## config.mk

```make
export PLATFORM = sky130hd
export DESIGN_NAME = ext_addr_mapper
export DESIGN_NICKNAME = d
export VERILOG_FILES = /design/src/rtl/ext_map_pkg.sv /design/src/rtl/ext_map_cfg_regs.sv /design/src/rtl/ext_map_region_dec.sv /design/src/rtl/ext_map_xlate.sv /design/src/rtl/ext_addr_mapper.sv
export SDC_FILE = /design/constraint.sdc
export NUM_CORES = 1
export LEC_CHECK = 0
export BUFFER_PORTS_ARGS = -buffer_cell sky130_fd_sc_hd__buf_2
export CAP_MARGIN = 20
export CORE_UTILIZATION = 30
export CTS_CLUSTER_DIAMETER = 30
export DETAILED_ROUTE_END_ITERATION = 16
export PLACE_DENSITY = 0.61
export SYNTH_ARGS = -nofsm -noshare
export SYNTH_HDL_FRONTEND = slang
export SYNTH_SLANG_ARGS = --single-unit
```

## constraint.sdc

```tcl
create_clock -name clk_i -period 1.9 [get_ports clk_i]
set_clock_uncertainty 0.2 [all_clocks]
set_input_delay 0.57 -clock clk_i [delete_from_list [all_inputs] [get_ports clk_i]]
set_output_delay 0.57 -clock clk_i [all_outputs]
set_load 0.03 [all_outputs]
```

## src/rtl/ext_map_pkg.sv

```systemverilog
package ext_map_pkg;

  localparam int BE_W = 4;

  typedef enum logic [1:0] {
    SZ_8   = 2'b00,
    SZ_16  = 2'b01,
    SZ_32  = 2'b10,
    SZ_RSV = 2'b11
  } size_e;

  // packed order gives dsize in [3:2], pwidth in [1:0]
  typedef struct packed {
    size_e dsize;
    size_e pwidth;
  } bus_cfg_t;

  typedef enum logic [1:0] {
    LANE_NONE = 2'b00,
    LANE_LO   = 2'b01,
    LANE_ALL  = 2'b11
  } lane_e;

  typedef enum logic [1:0] {
    MAP_W32,
    MAP_W16,
    MAP_BAD
  } map_e;

  localparam bus_cfg_t CFG_RST = '{dsize: SZ_32, pwidth: SZ_32};

  function automatic map_e classify(input bus_cfg_t c);
    if (c.pwidth == SZ_32 && c.dsize == SZ_32) return MAP_W32;
    if (c.pwidth == SZ_16 && c.dsize == SZ_16) return MAP_W16;
    return MAP_BAD;
  endfunction

endpackage

```

## src/rtl/ext_map_cfg_regs.sv

```systemverilog
module ext_map_cfg_regs
  import ext_map_pkg::*;
#(
  parameter int NREG  = 2,
  localparam int SEL_W = (NREG > 1) ? $clog2(NREG) : 1
) (
  input  logic                clk_i,
  input  logic                rst_ni,
  input  logic                we_i,
  input  logic [SEL_W-1:0]    sel_i,
  input  logic [$bits(bus_cfg_t)-1:0] wdata_i,
  output bus_cfg_t            cfg_o [NREG]
);

  bus_cfg_t cfg_q [NREG];

  for (genvar g = 0; g < NREG; g++) begin : g_reg
    always_ff @(posedge clk_i or negedge rst_ni) begin
      if (!rst_ni) begin
        cfg_q[g] <= CFG_RST;
      end else if (we_i && sel_i == SEL_W'(g)) begin
        cfg_q[g] <= bus_cfg_t'(wdata_i);
      end
    end
    assign cfg_o[g] = cfg_q[g];
  end

endmodule

```

## src/rtl/ext_map_region_dec.sv

```systemverilog
module ext_map_region_dec #(
  parameter int ADDR_W = 24,
  parameter int NREG   = 2,
  parameter logic [NREG*ADDR_W-1:0] LO = '0,
  parameter logic [NREG*ADDR_W-1:0] HI = '1
) (
  input  logic              req_i,
  input  logic [ADDR_W-1:0] addr_i,
  output logic [NREG-1:0]   hit_o
);

  logic [NREG-1:0] raw;

  for (genvar g = 0; g < NREG; g++) begin : g_rng
    localparam logic [ADDR_W-1:0] BASE = LO[g*ADDR_W +: ADDR_W];
    localparam logic [ADDR_W-1:0] SPAN = HI[g*ADDR_W +: ADDR_W] - BASE;
    logic [ADDR_W-1:0] off;
    // single unsigned compare covers both bounds
    assign off    = addr_i - BASE;
    assign raw[g] = req_i && (off <= SPAN);
  end

  // lowest index wins on overlap
  always_comb begin
    logic found;
    found = 1'b0;
    hit_o = '0;
    for (int i = 0; i < NREG; i++) begin
      if (raw[i] && !found) begin
        hit_o[i] = 1'b1;
        found    = 1'b1;
      end
    end
  end

endmodule

```

## src/rtl/ext_map_xlate.sv

```systemverilog
module ext_map_xlate
  import ext_map_pkg::*;
#(
  parameter int ADDR_W = 24
) (
  input  logic [ADDR_W-1:0] addr_i,
  input  bus_cfg_t          cfg_i,
  output logic [ADDR_W-1:0] ext_addr_o,
  output logic [BE_W-1:0]   ben_o,
  output lane_e             lane_o,
  output logic              err_o
);

  map_e mode;
  assign mode = classify(cfg_i);

  always_comb begin
    ext_addr_o = addr_i;
    ben_o      = '0;
    lane_o     = LANE_ALL;
    err_o      = 1'b0;
    unique case (mode)
      MAP_W16: begin
        ext_addr_o = {addr_i[ADDR_W-1], addr_i[ADDR_W-1:1]};
        // top strobe reused as the sub-word address pin
        ben_o      = {addr_i[0], 1'b1, 2'b00};
        lane_o     = LANE_LO;
      end
      MAP_BAD: err_o = 1'b1;
      default: ;
    endcase
  end

endmodule

```

## src/rtl/ext_addr_mapper.sv

```systemverilog
module ext_addr_mapper
  import ext_map_pkg::*;
#(
  parameter int ADDR_W = 24,
  parameter int NREG   = 2,
  parameter logic [NREG*ADDR_W-1:0] REG_LO = {24'h800000, 24'h000000},
  parameter logic [NREG*ADDR_W-1:0] REG_HI = {24'hFFFFFF, 24'h3FFFFF},
  localparam int SEL_W = (NREG > 1) ? $clog2(NREG) : 1,
  localparam int CFG_W = $bits(bus_cfg_t)
) (
  input  logic                 clk_i,
  input  logic                 rst_ni,
  input  logic                 cfg_we_i,
  input  logic [SEL_W-1:0]     cfg_sel_i,
  input  logic [CFG_W-1:0]     cfg_wdata_i,
  input  logic                 req_i,
  input  logic [ADDR_W-1:0]    addr_i,
  output logic [ADDR_W-1:0]    ext_addr_o,
  output logic [NREG*BE_W-1:0] ben_o,
  output logic [1:0]           lane_o,
  output logic                 err_o
);

  bus_cfg_t          cfg [NREG];
  logic [NREG-1:0]   hit;
  logic [ADDR_W-1:0] x_ext  [NREG];
  logic [BE_W-1:0]   x_ben  [NREG];
  lane_e             x_lane [NREG];
  logic              x_err  [NREG];

  ext_map_cfg_regs #(.NREG(NREG)) u_cfg (
    .clk_i   (clk_i),
    .rst_ni  (rst_ni),
    .we_i    (cfg_we_i),
    .sel_i   (cfg_sel_i),
    .wdata_i (cfg_wdata_i),
    .cfg_o   (cfg)
  );

  ext_map_region_dec #(
    .ADDR_W (ADDR_W),
    .NREG   (NREG),
    .LO     (REG_LO),
    .HI     (REG_HI)
  ) u_dec (
    .req_i  (req_i),
    .addr_i (addr_i),
    .hit_o  (hit)
  );

  for (genvar r = 0; r < NREG; r++) begin : g_xl
    ext_map_xlate #(.ADDR_W(ADDR_W)) u_xl (
      .addr_i     (addr_i),
      .cfg_i      (cfg[r]),
      .ext_addr_o (x_ext[r]),
      .ben_o      (x_ben[r]),
      .lane_o     (x_lane[r]),
      .err_o      (x_err[r])
    );
  end

  logic [ADDR_W-1:0]    ext_d;
  logic [NREG*BE_W-1:0] ben_d;
  lane_e                lane_d;
  logic                 err_d;

  always_comb begin
    ext_d  = '0;
    ben_d  = '1;
    lane_d = LANE_NONE;
    err_d  = 1'b0;
    for (int r = 0; r < NREG; r++) begin
      if (hit[r]) begin
        ext_d               = x_ext[r];
        ben_d[r*BE_W +: BE_W] = x_ben[r];
        lane_d              = x_lane[r];
        err_d               = x_err[r];
      end
    end
  end

  always_ff @(posedge clk_i or negedge rst_ni) begin
    if (!rst_ni) begin
      ext_addr_o <= '0;
      ben_o      <= '1;
      lane_o     <= LANE_NONE;
      err_o      <= 1'b0;
    end else begin
      ext_addr_o <= ext_d;
      ben_o      <= ben_d;
      lane_o     <= lane_d;
      err_o      <= err_d;
    end
  end

endmodule

```

==> out/qor.txt, run 1 <==
ROUTE
------------------------------------------------------------------------------------
Final WL                                                                     3130 um
Per-cell routed wire length                                                  12.5 um
First-pass detailed-route iteration total                                          4
Vias/cell                                                                       4.50
Count of nets left with antenna violations after detail routing                    0
Via count of the routed design                                                  1129
Number of DRC violations after detailed routing                                    0
Iteration-0 DRC Markers                                                           31

JOB
------------------------------------------------------------------------------------
Count of max-cap constraint violations                                             0

SYNTHESIS
------------------------------------------------------------------------------------
Number of unique standard cell types used by synthesis                            22
Post-Synthesis Cells                                                             112
Post-synthesis net count                                                         145
Top cell type's share of synthesized area                                      0.493
Number of warning messages in the yosys log                                        0
Biggest area contributors in the synthesized netlist                    dfrtp_1 49%, dfstp_2 17%, a22o_1 12%
Most area-hungry cell type in the Yosys netlist                              dfrtp_1
Sequential share of the synthesized area                                       0.660
Number of synthesized register bits                                               41
Average cell area after synthesis                                           14.1 um2
Cell area after technology mapping                                          1570 um2

STA
------------------------------------------------------------------------------------
Setup Viol. Count Final                                                            0
Setup repair after global routing missed its margin                            false
Setup total negative slack                                                      0 ns
Ratio of final minimum period to clock period                                  0.945
Final number of max-transition violations                                          0
Shortest period the worst path allows                                        1.80 ns
Final Hold Violating Endpoints                                                     0
Transition time at the pin with the least slew margin                       0.444 ns
Maximum clock frequency                                                    0.557 GHz
Worst slew slack as a fraction of its limit                                    0.704

DIE
------------------------------------------------------------------------------------
IO Pins                                                                           68
Placeable Area                                                              4880 um2
Die Span Y                                                                   74.4 um
Row Count                                                                         25
Chip Width                                                                   74.4 um
Initial standard-cell utilization of the core                                  0.323
Overall die area                                                            5540 um2

CLOCKING
------------------------------------------------------------------------------------
Setup repair bufs after CTS                                                        0
Maximum buffer depth of the clock tree                                             2
Clk slew on worst S/H paths                                                  0.07 ns
Root Driver                                                                 clkbuf_8
Hold-fix buffers at CTS                                                            0
H-tree levels                                                                      2
Post-cts sizing count                                                              0
TritonCTS clock tree                                                             yes
Source-to-sink clock delay at the later pin of the worst-skew pair           0.29 ns
CTS sink count                                                                    41
TritonCTS buffer count                                                             5

LAYOUT
------------------------------------------------------------------------------------
Share of cells above drive strength 1                                          0.538
Area Overhead vs Synth                                                         31.8%
Count of filler cells inserted in the layout                                     457
Number of diodes added for antenna fixing                                          0
Non-filler cells in the finished layout                                          251
Number of nets in the layout                                                     216
Fin area                                                                    2070 um2

GLOBAL ROUTE
------------------------------------------------------------------------------------
Antenna violations before repair                                                   0
Vias in the first global route                                                  1019
Remaining Overflow, GRT                                                            0
Maximum number of pins on one net before global-route repair                      42
GRT Overall Usage                                                              0.116
Global-route wire length before repair                                       4600 um

PLACEMENT
------------------------------------------------------------------------------------
Placed cells                                                                     243
Weighted congestion at the end of routability-driven global placement          0.723
Placed cell area                                                            1980 um2
Port buffer count                                                                 67
HPWL after detailed placement                                                2370 um

PWR
------------------------------------------------------------------------------------
Power density over cell area                                              917 nW/um2
Total Power Consumption                                                      1.90 mW
Max VDD drop                                                                0.479 mV
Total leakage power                                                          1.07 nW

WORST SETUP PATH
------------------------------------------------------------------------------------
Maximum fanout along the worst path                                               21
Type of element launching the critical path                                     flop
Register-to-register setup slack                                             0.10 ns
Data required time of the critical path                                      1.88 ns
Data arrival time of the critical path                                       1.77 ns
Critical path endpoint category                                                 flop
Critical path class                                                       reg -> reg
Worst Reg2Reg Path Length in Cells                                                 3

OUTCOME
------------------------------------------------------------------------------------
Result of the run                                                       finished clean

WORST HOLD PATH
------------------------------------------------------------------------------------
Class of the tightest hold or removal check                              in -> async

## cell usage in the layout (no fill, tap or decap)
cell type	n
inv_2	1
a32o_2	1
clkinvlp_4	1
o22ai_1	2
or2_2	1
o22ai_4	1
buf_4	1
and4bb_2	1
nor2b_1	1
clkbuf_8	6
inv_1	1
mux2i_1	1
buf_12	2
dfrtp_1	31
nand3_1	1
nor3_1	1
dfstp_2	10
nand2b_1	2
a22o_1	21
nand2_1	20
mux2_2	4
buf_2	67
nor3b_4	1
nor2_1	3
clkbuf_1	1
and4bb_4	2
## power by group
| part | leakage, nW | switching, mW | internal [mW] |
|---|---|---|---|
| logic | 0.518 | 0.218 | 0.134 |
| registers | 0.509 | 0.0268 | 0.957 |
| clock network | 0.0445 | 0.273 | 0.295 |
| total | 1.07 | 0.518 | 1.39 |
## cells in the mapped netlist
cell type and n:
inv_1 1, dfstp_2 10, nor3b_4 1, o22ai_4 1
nand2_1 20, nor2_1 3, mux2_2 4, nand3_1 1
mux2i_1 1, a32o_2 1, or2_2 1, nor2b_1 1
nor3_1 1, a22o_1 21, and4bb_2 1, nand2b_1 2
and4bb_4 2, dfrtp_1 31, buf_6 4, buf_4 2
inv_2 1, o22ai_1 2
## state kept, by name, summed over array words and instances (netlist names)
register,flops
ben_o,6
err_o,1
ext_addr_o,24
lane_o,2
u_cfg.cfg_o,8
## stage by stage
| stage | hold slack (ns) | worst slack (ns) | util |
|---|---|---|---|
| floorplan | 0.0744 | 0.194 | - |
| CTS | 0.0435 | 0.101 | 0.425 |
| finish | 0.0394 | 0.105 | 0.425 |
| global route | 0.0469 | 0.0573 | 0.425 |
| global placement | 0.258 | 0.0268 | 0.406 |
| detailed placement | 0.262 | -0.0292 | 0.406 |
## logic make-up (layout without fill, tap and decap cells)
| group | Yosys count | in the layout | synth area share |
|---|---|---|---|
| mux | 5 | 5 | 0.0350 |
| simple gates | 33 | 33 | 0.118 |
| flops | 41 | 41 | 0.660 |
| buf+inv | 8 | 80 | 0.0429 |
| compound gates | 25 | 25 | 0.145 |
## worst max-delay path, stage by stage, from the launching register on
cell      delay (ns)
dfstp_2         0.53
and4bb_4        0.26
a32o_2          0.41
a22o_1          0.28
## layout make-up
cell class | instances | area (um2) | share of cell area
Clock buffer | 7 | 86.3 | 0.0416
Inverter | 2 | 7.51 | 0.00362
Clock inverter | 1 | 7.51 | 0.00362
Timing Repair Buffer | 70 | 383 | 0.185
Tap cell | 67 | 83.8 | 0.0404
Sequential cell | 41 | 1040 | 0.501
Multi-Input combinational cell | 63 | 468 | 0.226
## final timing paths
path                                            startpoint                         end
worst max register to register  u_cfg.cfg_o[3]$_DFFE_PN1P_    ext_addr_o[18]$_DFF_PN0_
worst min-delay path                                rst_ni     ext_addr_o[7]$_DFF_PN0_
min in group clk_i              u_cfg.cfg_o[7]$_DFFE_PN1P_  u_cfg.cfg_o[7]$_DFFE_PN1P_
max in group asynchronous                           rst_ni          ben_o[7]$_DFF_PN1_
worst max-delay path            u_cfg.cfg_o[3]$_DFFE_PN1P_    ext_addr_o[18]$_DFF_PN0_
worst min register to register  u_cfg.cfg_o[7]$_DFFE_PN1P_  u_cfg.cfg_o[7]$_DFFE_PN1P_
## per-layer routing
metal,GRT usage,vias to the layer above,share of wire
li1,-,538,-
met1,0.137,527,0.44
met2,0.183,59,0.44
met3,0.0447,5,0.10
met4,0.0566,0,0.015
met5,0,-,0
Note: power is estimated with default switching activity, not from simulation.
==> inputs of run 2 (changes only) <==
- CELL_PAD_IN_SITES_DETAIL_PLACEMENT: not set -> 2
- CELL_PAD_IN_SITES_GLOBAL_PLACEMENT: not set -> 2
- CORE_UTILIZATION: 30 -> 29
- PLACE_DENSITY: 0.61 -> 0.83
==> out/qor.txt, run 2 (same netlist as run 1, synthesis figures left out) <==
DIE
-------------------------------------------------------------------------------------
Overall die area                                                             5730 um2
Row Count                                                                          26
Placeable Area                                                               5170 um2
IO Pins                                                                            68
Die Span Y                                                                    75.7 um
Initial standard-cell utilization of the core                                   0.304
Chip Width                                                                    75.7 um

STA
-------------------------------------------------------------------------------------
Setup repair after global routing missed its margin                             false
Maximum clock frequency                                                     0.547 GHz
Worst slew slack as a fraction of its limit                                     0.700
Min Hold Slack                                                              0.0434 ns
Ratio of final minimum period to clock period                                   0.962
Shortest period the worst path allows                                         1.83 ns
Final number of max-transition violations                                           0
Transition time at the pin with the least slew margin                        0.450 ns
Final Hold Violating Endpoints                                                      0
Setup Viol. Count Final                                                             0

LAYOUT
-------------------------------------------------------------------------------------
Number of diodes added for antenna fixing                                           0
Flip-flop count of the largest register after layout                               24
Area Overhead vs Synth                                                          33.5%
Final core utilization                                                          0.406
Register with the most flip-flops                                          ext_addr_o
Most frequent standard cell in the layout excluding fill and tap cells          buf_2
Number of nets in the layout                                                      216
Share of cells above drive strength 1                                           0.538
Most used cells in the layout excluding fill and tap cells               67 x buf_2, 31 x dfrtp_1, 21 x a22o_1

WORST SETUP PATH
-------------------------------------------------------------------------------------
Maximum fanout along the worst path                                                21
Data required time of the critical path                                       1.87 ns
Data arrival time of the critical path                                        1.80 ns
Critical path endpoint category                                                  flop
Register-to-register setup slack                                              0.07 ns
Critical path class                                                        reg -> reg
Type of element launching the critical path                                      flop

GLOBAL ROUTE
-------------------------------------------------------------------------------------
Antenna violations before repair                                                    0
Remaining Overflow, GRT                                                             0
GRT Overall Usage                                                               0.151
Maximum number of pins on one net before global-route repair                       42
Global-route wire length before repair                                        6310 um
Vias in the first global route                                                   1327

PLACEMENT
-------------------------------------------------------------------------------------
Port buffer count                                                                  67
Weighted congestion at the end of routability-driven global placement           0.664
HPWL after detailed placement                                                 2940 um

CLOCKING
-------------------------------------------------------------------------------------
CTS sink count                                                                     41
TritonCTS clock tree                                                              yes
Clk slew on worst S/H paths                                                   0.08 ns
Post-cts sizing count                                                               0
H-tree levels                                                                       2
Root Driver                                                                  clkbuf_8
Source-to-sink clock delay at the later pin of the worst-skew pair            0.29 ns
Maximum buffer depth of the clock tree                                              2
Setup repair bufs after CTS                                                         0
TritonCTS buffer count                                                              5
Hold-fix buffers at CTS                                                             0

PWR
-------------------------------------------------------------------------------------
Max VDD drop                                                                 0.409 mV
Total Power Consumption                                                       2.05 mW
Total leakage power                                                           1.09 nW
Power density over cell area                                               975 nW/um2

ROUTE
-------------------------------------------------------------------------------------
First-pass detailed-route iteration total                                           4
Iteration-0 DRC Markers                                                            37
Count of nets left with antenna violations after detail routing                     0
Final WL                                                                      3900 um
Per-cell routed wire length                                                   15.4 um
Via count of the routed design                                                   1193
Vias/cell                                                                        4.70
Number of DRC violations after detailed routing                                     0

WORST HOLD PATH
-------------------------------------------------------------------------------------
Class of the tightest hold or removal check                               in -> async

OUTCOME
-------------------------------------------------------------------------------------
Result of the run                                                        finished clean

JOB
-------------------------------------------------------------------------------------
Count of max-cap constraint violations                                              0

run 2: cell types whose count changed in the layout (fill, tap and decap cells not counted), sizes merged:
cell      before  now
bufinv         0    1
clkinvlp       1    0
run 2: metal layers:
layer  vias up  global-route usage  wire length [um]
met4         0              0.0494                34
met3         5              0.0384               296
li1        540                   -                 -
met5         -                   0                 0
met2        57               0.279              1950
met1       591               0.170              1620
run 2: worst paths after layout:
check	from	endpoint	cells past startpoint
worst max-delay path	u_cfg.cfg_o[3]$_DFFE_PN1P_	ext_addr_o[11]$_DFF_PN0_	3
worst min-delay path	rst_ni	lane_o[1]$_DFF_PN0_	2
worst max register to register	u_cfg.cfg_o[3]$_DFFE_PN1P_	ext_addr_o[11]$_DFF_PN0_	3
worst min register to register	u_cfg.cfg_o[5]$_DFFE_PN1P_	u_cfg.cfg_o[5]$_DFFE_PN1P_	2
max in group asynchronous	rst_ni	ben_o[6]$_DFF_PN1_	2
min in group clk_i	u_cfg.cfg_o[5]$_DFFE_PN1P_	u_cfg.cfg_o[5]$_DFFE_PN1P_	2
run 2: stage by stage:
stage	setup slack [ns]	std cells	setup TNS (ns)	instance area (um2)
after floorplan	0.194	112	0	1570
after global placement	0.00882	246	0	1980
after detailed placement	-0.0472	246	-0.580	1980
after CTS	0.0593	254	0	2100
after global routing	0.00403	254	0	2100
final	0.0719	254	0	2100
run 2: critical path, cell delays in order, from the launching register on:
cell and delay, ns:
dfstp_2 0.54, and4bb_4 0.26, a32o_2 0.41, a22o_1 0.29
run 2: final cells by class:
class / instances / area [um2]
fillers: 548 / 3070
flip-flops and latches: 41 / 1040
multi-input cells: 63 / 468
repair buffers: 70 / 383
well taps: 70 / 87.6
clock buffers: 7 / 86.3
clock inverters: 1 / 30.0
inverters: 2 / 7.51
run 2: power by group:
| group | internal, mW | switching, mW |
|---|---|---|
| Combinational | 0.134 | 0.225 |
| Sequential | 0.957 | 0.0296 |
| Clock | 0.428 | 0.275 |
==> inputs of run 3 (changes only) <==
- clock period: 1.9 -> 1.7 ns (I/O delays scaled with it)
==> out/qor.txt, run 3 (same netlist as run 1, synthesis figures left out) <==
GLOBAL ROUTE
-------------------------------------------------------------------------------------
Remaining Overflow, GRT                                                             0
Global-route wire length before repair                                        6420 um
Maximum number of pins on one net before global-route repair                       23
Vias in the first global route                                                   1286
Antenna violations before repair                                                    0
GRT Overall Usage                                                               0.156

CLOCKING
-------------------------------------------------------------------------------------
H-tree levels                                                                       2
TritonCTS clock tree                                                              yes
Setup repair bufs after CTS                                                         0
Source-to-sink clock delay at the later pin of the worst-skew pair            0.28 ns
TritonCTS buffer count                                                              5
Clk slew on worst S/H paths                                                   0.07 ns
Maximum buffer depth of the clock tree                                              2
Root Driver                                                                  clkbuf_8
CTS sink count                                                                     41

LAYOUT
-------------------------------------------------------------------------------------
Most used cells in the layout excluding fill and tap cells               59 x buf_2, 31 x dfrtp_1, 21 x a22o_1
Most frequent standard cell in the layout excluding fill and tap cells          buf_2
Flip-flop count of the largest register after layout                               24
Area Overhead vs Synth                                                          41.6%
Register with the most flip-flops                                          ext_addr_o
Share of cells above drive strength 1                                           0.562
Number of nets in the layout                                                      226
Number of diodes added for antenna fixing                                           0
Non-filler cells in the finished layout                                           264

WORST HOLD PATH
-------------------------------------------------------------------------------------
Class of the tightest hold or removal check                                 in -> reg
Cell depth of the worst min-delay path                                              3

DIE
-------------------------------------------------------------------------------------
IO Pins                                                                            68
Placeable Area                                                               5170 um2
Initial standard-cell utilization of the core                                   0.304
Row Count                                                                          26
Die Span Y                                                                    75.7 um
Chip Width                                                                    75.7 um
Overall die area                                                             5730 um2

PLACEMENT
-------------------------------------------------------------------------------------
HPWL after detailed placement                                                 3120 um
Port buffer count                                                                  67
Placed cells                                                                      254
Weighted congestion at the end of routability-driven global placement           0.718

PWR
-------------------------------------------------------------------------------------
Power density over cell area                                              1030 nW/um2
Max VDD drop                                                                 0.272 mV
Total leakage power                                                           1.15 nW
Total Power Consumption                                                       2.29 mW

WORST SETUP PATH
-------------------------------------------------------------------------------------
Data required time of the critical path                                       1.66 ns
Type of element launching the critical path                                      flop
Maximum fanout along the worst path                                                11
Critical path endpoint category                                                  flop
Worst Reg2Reg Path Length in Cells                                                  3
Critical path class                                                        reg -> reg
Data arrival time of the critical path                                        1.68 ns

STA
-------------------------------------------------------------------------------------
Min Hold Slack                                                               0.238 ns
Transition time at the pin with the least slew margin                        0.361 ns
Maximum clock frequency                                                     0.581 GHz
Final number of max-transition violations                                           0
Setup total negative slack                                                  -0.117 ns
Setup repair after global routing missed its margin                              true
Final Hold Violating Endpoints                                                      0
Ratio of final minimum period to clock period                                    1.01
Worst setup slack after layout                                             -0.0202 ns
Shortest period the worst path allows                                         1.72 ns
Worst slew slack as a fraction of its limit                                     0.759
Setup Viol. Count Final                                                             8

JOB
-------------------------------------------------------------------------------------
Count of max-cap constraint violations                                              0

OUTCOME
-------------------------------------------------------------------------------------
Violations in the final reports                                          setup timing
Result of the run                                                        finished with violations

ROUTE
-------------------------------------------------------------------------------------
Via count of the routed design                                                   1227
Per-cell routed wire length                                                   15.7 um
Count of nets left with antenna violations after detail routing                     0
Iteration-0 DRC Markers                                                            33
Vias/cell                                                                        4.65
Number of DRC violations after detailed routing                                     0
Final WL                                                                      4150 um
First-pass detailed-route iteration total                                           4

==> run 3: cell types whose count changed in the layout (fill, tap and decap cells not counted), sizes merged <==
| cell | delta |
|---|---|
| clkinv | +1 |
| clkbuf | -1 |
| buf | +8 |
| a32o | +1 |
| dlygate4sd3 | +1 |
==> run 3: cell type report <==
class                   instances  area [um2]
multi-input cells              64         495
inverters                       2        7.51
repair buffers                 79         492
fillers                       532        2940
flip-flops and latches         41        1040
clock inverters                 2        35.0
well taps                      70        87.6
clock buffers                   6        72.6
==> run 3: repair_timing <==
item,in CTS,in global routing
hold buffers,1,0
hold endpoints to repair,8,0
pin swaps,6,0
cloned,1,0
endpoints found under the setup margin,29,26
resized for setup,9,6
==> run 3: final timing paths <==
kind	from	to	slack, ns
worst max-delay path	u_cfg.cfg_o[3]$_DFFE_PN1P_	ext_addr_o[18]$_DFF_PN0_	-0.02
worst min-delay path	cfg_wdata_i[3]	u_cfg.cfg_o[7]$_DFFE_PN1P_	0.24
worst max register to register	u_cfg.cfg_o[3]$_DFFE_PN1P_	ext_addr_o[18]$_DFF_PN0_	-0.02
worst min register to register	u_cfg.cfg_o[7]$_DFFE_PN1P_	u_cfg.cfg_o[7]$_DFFE_PN1P_	0.27
max in group asynchronous	rst_ni	u_cfg.cfg_o[7]$_DFFE_PN1P_	0.31
min in group asynchronous	rst_ni	ext_addr_o[23]$_DFF_PN0_	0.48
==> run 3: critical path, cell delays in order (launching register included) <==
cell      delay [ns]
dfstp_2         0.54
and4bb_4        0.25
a32o_4          0.36
a22o_1          0.24
==> run 3: metal layers <==
metal | routed length [um] | vias to the layer above | GRT usage
met5 | 0 | - | 0
met4 | 11 | 0 | 0.0370
met3 | 275 | 2 | 0.0437
met2 | 2080 | 60 | 0.281
met1 | 1780 | 603 | 0.184
li1 | - | 562 | -
==> run 3: per-stage QoR <==
stage,instance area (um2),worst slack (ns),util
floorplan,1570,0.0165,-
global route,2230,-0.0637,0.431
CTS,2200,-0.0335,0.426
global placement,2040,-0.0870,0.395
detailed placement,2040,-0.165,0.395
finish,2230,-0.0202,0.431
==> run 3: power by group <==
| group | leakage (nW) | switching, mW | internal (mW) |
|---|---|---|---|
| clock network | 0.0552 | 0.315 | 0.436 |
| logic | 0.589 | 0.263 | 0.174 |
| registers | 0.509 | 0.0347 | 1.07 |
| total | 1.15 | 0.612 | 1.68 |
